`config.mk`:
```
export PLATFORM = sky130hd
export DESIGN_NAME = esc_responder
export DESIGN_NICKNAME = d
export VERILOG_FILES = /design/src/rtl/esc_responder_pkg.sv /design/src/rtl/esc_responder_decode.sv /design/src/rtl/esc_responder_seq.sv /design/src/rtl/esc_responder_oreg.sv /design/src/rtl/esc_responder.sv
export SDC_FILE = /design/constraint.sdc
export NUM_CORES = 1
export LEC_CHECK = 0
export ABC_AREA = 1
export BUFFER_PORTS_ARGS = -buffer_cell sky130_fd_sc_hd__buf_2
export CAP_MARGIN = 20
export CORE_AREA = 2 2 39 41
export DETAILED_ROUTE_END_ITERATION = 16
export DIE_AREA = 0 0 41 43
export PLACE_DENSITY = 0.4
export SYNTH_ARGS = -nofsm -noshare
export SYNTH_HDL_FRONTEND = slang
export SYNTH_SLANG_ARGS = --single-unit
```
`constraint.sdc`:
```
create_clock -name clk -period 2.85 [get_ports clk]
set_input_delay 0.1425 -clock clk [delete_from_list [all_inputs] [get_ports clk]]
set_output_delay 0.1425 -clock clk [all_outputs]
set_load 0.01 [all_outputs]
```
`src/rtl/esc_responder_pkg.sv`:
```
package esc_responder_pkg;

  localparam int unsigned NUM_STATES = 7;
  localparam int unsigned STATE_W    = $clog2(NUM_STATES);

  typedef enum logic [STATE_W-1:0] {
    ST_IDLE     = 3'd0,
    ST_CHECK    = 3'd1,
    ST_PING_HI1 = 3'd2,
    ST_PING_LO  = 3'd3,
    ST_PING_HI2 = 3'd4,
    ST_ESC_HI   = 3'd5,
    ST_ESC_LO   = 3'd6
  } resp_state_e;

  // Response level carried on the true wire for each state
  function automatic logic state_level(resp_state_e s);
    return (s == ST_PING_HI1) || (s == ST_PING_HI2) || (s == ST_ESC_HI);
  endfunction

endpackage

```
`src/rtl/esc_responder_decode.sv`:
```
// Classifies one cycle of the input pair.
module esc_responder_decode (
  input  logic esc_p,
  input  logic esc_n,
  output logic in_hi,
  output logic in_err
);

  // Equal levels on a complementary pair mean broken encoding
  assign in_err = ~(esc_p ^ esc_n);
  // A valid high cycle on the true wire
  assign in_hi  = esc_p & ~esc_n;

endmodule

```
`src/rtl/esc_responder_seq.sv`:
```
// Response sequencer: separates pings from sustained requests.
module esc_responder_seq
  import esc_responder_pkg::*;
(
  input  logic clk,
  input  logic rst,
  input  logic in_hi,
  input  logic in_err,
  output logic nxt_level,
  output logic nxt_active
);

  resp_state_e state_q, state_d;

  always_comb begin
    state_d = ST_IDLE;
    if (!in_err) begin
      unique case (state_q)
        ST_IDLE:     state_d = in_hi ? ST_CHECK  : ST_IDLE;
        ST_CHECK:    state_d = in_hi ? ST_ESC_HI : ST_PING_HI1;
        // a high cycle during a ping answer starts a new request
        ST_PING_HI1: state_d = in_hi ? ST_CHECK  : ST_PING_LO;
        ST_PING_LO:  state_d = in_hi ? ST_CHECK  : ST_PING_HI2;
        ST_PING_HI2: state_d = in_hi ? ST_CHECK  : ST_IDLE;
        ST_ESC_HI:   state_d = in_hi ? ST_ESC_LO : ST_IDLE;
        ST_ESC_LO:   state_d = in_hi ? ST_ESC_HI : ST_IDLE;
        default:     state_d = ST_IDLE;
      endcase
    end
  end

  always_ff @(posedge clk) begin
    if (rst) state_q <= ST_IDLE;
    else     state_q <= state_d;
  end

  assign nxt_level  = state_level(state_d);
  assign nxt_active = in_hi & ((state_q == ST_CHECK) ||
                               (state_q == ST_ESC_HI) ||
                               (state_q == ST_ESC_LO));

  // Escalation states are entered only from a valid high input cycle
  AST_ESC_NEEDS_HI: assert property (@(posedge clk) disable iff (rst)
    ((state_q == ST_ESC_HI) || (state_q == ST_ESC_LO)) |-> $past(in_hi));

endmodule

```
`src/rtl/esc_responder_oreg.sv`:
```
// Output register stage; breaks the response encoding on a fault.
module esc_responder_oreg #(
  parameter logic FAULT_LEVEL = 1'b0
) (
  input  logic clk,
  input  logic rst,
  input  logic in_err,
  input  logic nxt_level,
  input  logic nxt_active,
  output logic resp_p,
  output logic resp_n,
  output logic esc_active
);

  always_ff @(posedge clk) begin
    if (rst) begin
      resp_p     <= 1'b0;
      resp_n     <= 1'b1;
      esc_active <= 1'b0;
    end else if (in_err) begin
      resp_p     <= FAULT_LEVEL;
      resp_n     <= FAULT_LEVEL;
      esc_active <= 1'b0;
    end else begin
      resp_p     <= nxt_level;
      resp_n     <= ~nxt_level;
      esc_active <= nxt_active;
    end
  end

  AST_RESP_COMPLEMENT: assert property (@(posedge clk) disable iff (rst)
    !in_err |=> (resp_p != resp_n));

  AST_FAULT_SIGNALLED: assert property (@(posedge clk) disable iff (rst)
    in_err |=> ((resp_p == resp_n) && !esc_active));

endmodule

```
`src/rtl/esc_responder.sv`:
```
module esc_responder #(
  parameter logic FAULT_LEVEL = 1'b0
) (
  input  logic clk,
  input  logic rst,
  input  logic esc_p,
  input  logic esc_n,
  output logic resp_p,
  output logic resp_n,
  output logic esc_active
);

  logic in_hi, in_err, nxt_level, nxt_active;

  esc_responder_decode u_decode (
    .esc_p  (esc_p),
    .esc_n  (esc_n),
    .in_hi  (in_hi),
    .in_err (in_err)
  );

  esc_responder_seq u_seq (
    .clk        (clk),
    .rst        (rst),
    .in_hi      (in_hi),
    .in_err     (in_err),
    .nxt_level  (nxt_level),
    .nxt_active (nxt_active)
  );

  esc_responder_oreg #(
    .FAULT_LEVEL (FAULT_LEVEL)
  ) u_oreg (
    .clk        (clk),
    .rst        (rst),
    .in_err     (in_err),
    .nxt_level  (nxt_level),
    .nxt_active (nxt_active),
    .resp_p     (resp_p),
    .resp_n     (resp_n),
    .esc_active (esc_active)
  );

  // Active flag clears one cycle after the request ends
  AST_ACTIVE_DROP: assert property (@(posedge clk) disable iff (rst)
    !(esc_p && !esc_n) |=> !esc_active);

  // While a request is honoured the response toggles each cycle
  AST_ESC_TOGGLE: assert property (@(posedge clk) disable iff (rst)
    (esc_active && esc_p && !esc_n) |=> (resp_p != $past(resp_p)));

endmodule

```
# After elaboration in Yosys (flattened, before gate mapping)
# Index checks and enable logic that the tools add are counted.
# classes
n_eq_ne	9
n_mux	9
n_bitwise	6
reduce_logical	7
# op_table
cell	count
case mux 3 bit (6 select lines)	1
equality test 3 bit (second input constant)	5
2-to-1 mux 3 bit	5
equality test 3 x 2 -> 1 bit (second input constant)	3
logical OR 1 bit	4
OR reduction 2 bit	2
equality test 3 x 1 -> 1 bit (second input constant)	1
logical NOT 3 bit	1
inverter 1 bit	3
bitwise AND 1 bit	2
2-to-1 mux 1 bit	2
2-to-1 mux 2 bit	1
bitwise XOR 1 bit	1
# word_totals
reg_bits	6
input_bits	4
output_inout_bits	3
elab_cells	35

# Longest topological paths before layout
# logic_depth
depth_word	10
mapped_depth	9
depth_no_buf	9

# By module
# Synthesis repeated with hierarchy kept, for this count alone.
# hier_totals
hier_cells	48
hier_area_um2	309.0
# modules_own_cells
module	n_inst	cells_each	area_each_um2	seq_area_each_um2
esc_responder_seq	1	35	201.4	60.1
esc_responder_oreg	1	11	91.3	60.1
esc_responder_decode	1	2	16.3	0.0

# Least setup slack after synthesis
# Ideal clock, no wire load.
# synth_path
path_kind	reg2reg
start	register u_seq.state_q[0]
end	register u_oreg.resp_n
setup_ns	0.113
t_arrival_ns	0.848
t_required_ns	2.737
path_slack_ns	1.889
path_stages_with_launch	8
path_buffers	0
synth_period_minus_slack_ns	0.961
path_cell_list	dfxtp_1 > inv_2 > nand3_1 > nand3_2 > nand2_1 > nand4_1 > nand3_1 > nand2_1
# synth_via
elab_chain_cells	9
word_cells_on_any_way	17
classes_between	9 x eq/ne; 3 x mux; 1 x bitwise; 4 x reduce/logical
# synth_rtl
item	line	source
from (decl)	esc_responder_seq.sv:13	resp_state_e state_q, state_d;
from (signal assigned)	esc_responder_seq.sv:34	else state_q <= state_d;
equality test 3 bit or logical NOT 3 bit (tied branches)	esc_responder_seq.sv:18	unique case (state_q)
OR reduction 2 bit (no source line)	n/a	
case mux 3 bit (6 select lines) *	esc_responder_seq.sv:18	
2-to-1 mux 3 bit *	esc_responder_seq.sv:17	if (!in_err) begin
equality test 3 x 2 -> 1 bit or equality test 3 bit (tied branches)	esc_responder_pkg.sv:18	return (s == ST_PING_HI1) || (s == ST_PING_HI2) || (s == ST_ESC_HI);
logical OR 1 bit	esc_responder_pkg.sv:18	
logical OR 1 bit *	esc_responder_pkg.sv:18	
inverter 1 bit *	esc_responder_oreg.sv:26	resp_n <= ~nxt_level;
2-to-1 mux 1 bit *	esc_responder_oreg.sv:20	end else if (in_err) begin
to (signal assigned)	esc_responder_oreg.sv:26	
to (decl)	esc_responder_oreg.sv:11	output logic resp_n,
# Mark *: on every way between the ends. The rest lies on a longest branch, timed or not.
# A chain may end at the register's enable or synchronous reset.

# Final worst setup path
# layout_path
start	register u_seq.state_q[2]
end	register u_oreg.resp_n
# Same word-level chain as after synthesis.

==> summary.txt <==
Sw power - 44.0 uW
Cell taking the most area after synthesis - dfxtp_1
Cell variety after synth - 11
Post-DR vias/cell - 4.33
Internal - 144 uW
Final setup vio count - 0
Via count - 286
HPWL Detailed - 458 microns
FP Rows - 14
Worst-Margin Slew - 191 ps
Adder and majority gate portion of the synthesized area - 4.39%
Synth Register Bits - 6
Min Hold Slack - 111 ps
Reg2Reg Depth - 7
R2R Path Start - u_seq.state_q[2]
Mux contribution to synthesized area - 0%
Power density over cell area - 525 nW/um^2
Clock Power Share - 40.2%
IO buf count - 6
CP cell instances - inv_1, nand2_1, nand3_2, nand2_1, nand4_1, nand3_1, nand2_1
Worst-Skew Late Latency - 240 ps
DRC - 0
Worst-path maximum fanout - 5
CTS Sinks - 6
Fin Clk Skew - 5.12 ps
CP Capture Type - register
Max cap viols - 0
Type of origin of the critical path - register
Simple-Gate Fraction of Synth Area - 36.4%
TritonRoute pass-1 iters - 4
Syn. warnings - 0
Hold Path End - u_seq.state_q[2]
Final period util - 37.6%
Top cell type's share of synthesized area - 42.1%
Post-cts sizing count - 0
Cells after synthesis - 41
Slowest CP cell - dfxtp_1
Clock Tree Root - clkbuf_4
Gr usage total - 8.43%
Multi-input gate area - 139 sq um
Total core area - 1380 sq um
Largest net degree at the start of global routing - 6
CTS buffer count - 3
GR Overflow Total - 0
Fin area - 358 sq um
Slew headroom - 87.2%
IO Pins - 7
RR Endpoint - u_oreg.resp_n
Final WL - 559 microns
Final Hold Vio Count - 0
Chip width - 41 microns
Setup slack, reg-to-reg - 1780 ps
Setup TNS - 0 ps
Antenna violations before repair - 0
Layout cells sized above 1 - 22.0%
DR WL/cell - 8.47 microns
Mapped Area - 285 sq um
First-pass GRT wire length - 910 microns
Worst path bufs/invs - 1
Gate power share - 12.3%
LEAKAGE - 0.174 nW
Register area share after synthesis - 42.1%
Ant. Diodes - 0
Sequential share of power - 47.5%
DP Area - 335 sq um
Largest cells by area after synthesis - dfxtp_1 (42%), nand2_1 (14%), nand3_1 (8.8%)
Hold path cells - 2
Compound-Gate Fraction of Synth Area - 7.89%
Reg clk slew, reported paths - 40 ps
Die area - 1760 sq um
Post-CTS setup buffer count - 0
Crit Path Category - reg2reg
Initial Util - 20.6%
Worst path max stage delay - 410 ps
Fill cells - 162
CP required - 2990 ps
Worst EP arrival - 1210 ps
H-tree lvl count - 1
ANT nets after route - 0
Sw frac - 23.4%
Hold path start - rst
Die height - 43 microns
Period minus WS final - 1070 ps
RePlAce Congestion - 0.702
Iteration-0 DRC Markers - 12
Kind of cell adding the most delay to the critical path - simple AND/OR/NAND/NOR gates
Placed Cells incl. Taps - 63
Mapped Nets - 46
Register area - 120 sq um
Largest family of logic cells by synthesized area - simple AND/OR/NAND/NOR gates
Min-Delay Path Class - in2reg
TritonCTS clock tree - done
CTS max path bufs - 2
Crit path top cell by count - nand2_1
Fmax - 932 MHz
Nets - 57
Final std cells w/o fill - 66
Max-slew violations - 0
Status - complete, no violations
Post-CTS Hold Fix Bufs - 0
Vias in the first global route - 239
RSZ-0062 raised after global routing - false
Peak supply drop - 0.214 mV
Syn-to-layout area delta - 25.4%
Syn avg cell area - 6.96 sq um
Xor/xnor share of the synthesized area - 0%
-- synthesized netlist by cell type, drive strengths merged --
cell	n
nor2	4
dfxtp	6
a21oi	3
a211oi	1
nand2	11
nand3	6
ha	1
inv	7
nand4	2
-- sequential cells by signal, summed over array words and instances (netlist names) --
name               flops
u_oreg.resp_p          1
u_seq.state_q          3
u_oreg.esc_active      1
u_oreg.resp_n          1
-- power groups by stage --
| stage | Combinational, mW | Clock [mW] | Sequential [mW] |
|---|---|---|---|
| after floorplan | 0.0150 | 0 | 0.0913 |
| after global placement | 0.0236 | 0 | 0.0906 |
| after detailed placement | 0.0233 | 0 | 0.0905 |
| after CTS | 0.0235 | 0.0814 | 0.0890 |
| after global routing | 0.0260 | 0.0867 | 0.0892 |
| final | 0.0232 | 0.0755 | 0.0891 |
-- layout make-up --
cell class | count | area share (%)
clock buffer | 3 | 6.29
tap | 16 | 5.59
inverter | 7 | 7.34
timing repair buffer | 6 | 8.39
multi-input combinational | 28 | 38.8
sequential | 6 | 33.6
-- cells by family after synthesis --
| family | after synthesis |
|---|---|
| flops | 6 |
| compound gates | 4 |
| fa+ha+maj | 1 |
| buf+inv | 7 |
| simple gates | 23 |
-- worst max-delay path by stage --
stage / from / endpoint / slack, ps / cells after the start
6_report: u_seq.state_q[2] / u_oreg.resp_n / 1780 / 7
5_1_grt: u_seq.state_q[0] / u_oreg.resp_n / 1670 / 7
4_1_cts: u_seq.state_q[0] / u_oreg.resp_n / 1780 / 7
3_5_place_dp: esc_n / u_oreg.resp_p / 1700 / 8
3_3_place_gp: esc_n / u_oreg.resp_p / 1690 / 8
2_1_floorplan: u_seq.state_q[0] / u_oreg.resp_n / 1890 / 7
-- metal layers --
layer	up-vias	track usage, %	part of all wire (%)
met2	7	12.5	49
met5	-	0	0
met3	2	7.85	5.5
li1	154	-	-
met1	123	7.40	44
met4	0	4.00	1.8
-- worst reg2reg max path: stages (launching register included) --
cell and delay [ps]:
dfxtp_1 410, inv_1 80, nand2_1 80, nand3_2 80
nand2_1 90, nand4_1 110, nand3_1 90, nand2_1 40
-- through the flow --
stage / util, % / power, mW / setup slack, ps
floorplan: - / 0.106 / 1890
global route: 25.9 / 0.202 / 1670
CTS: 25.9 / 0.194 / 1780
detailed placement: 24.2 / 0.114 / 1700
global placement: 24.2 / 0.114 / 1690
finish: 25.9 / 0.188 / 1780
-- placed cells by master (no fill, tap or decap), drive strengths merged --
cell,Yosys,layout
clkbuf,0,3
nand4,2,2
buf,0,6
nor2,4,4
dfxtp,6,6
a21oi,3,3
ha,1,1
nand3,6,6
a211oi,1,1
inv,7,7
nand2,11,11
(Power assumes the default switching activity.)
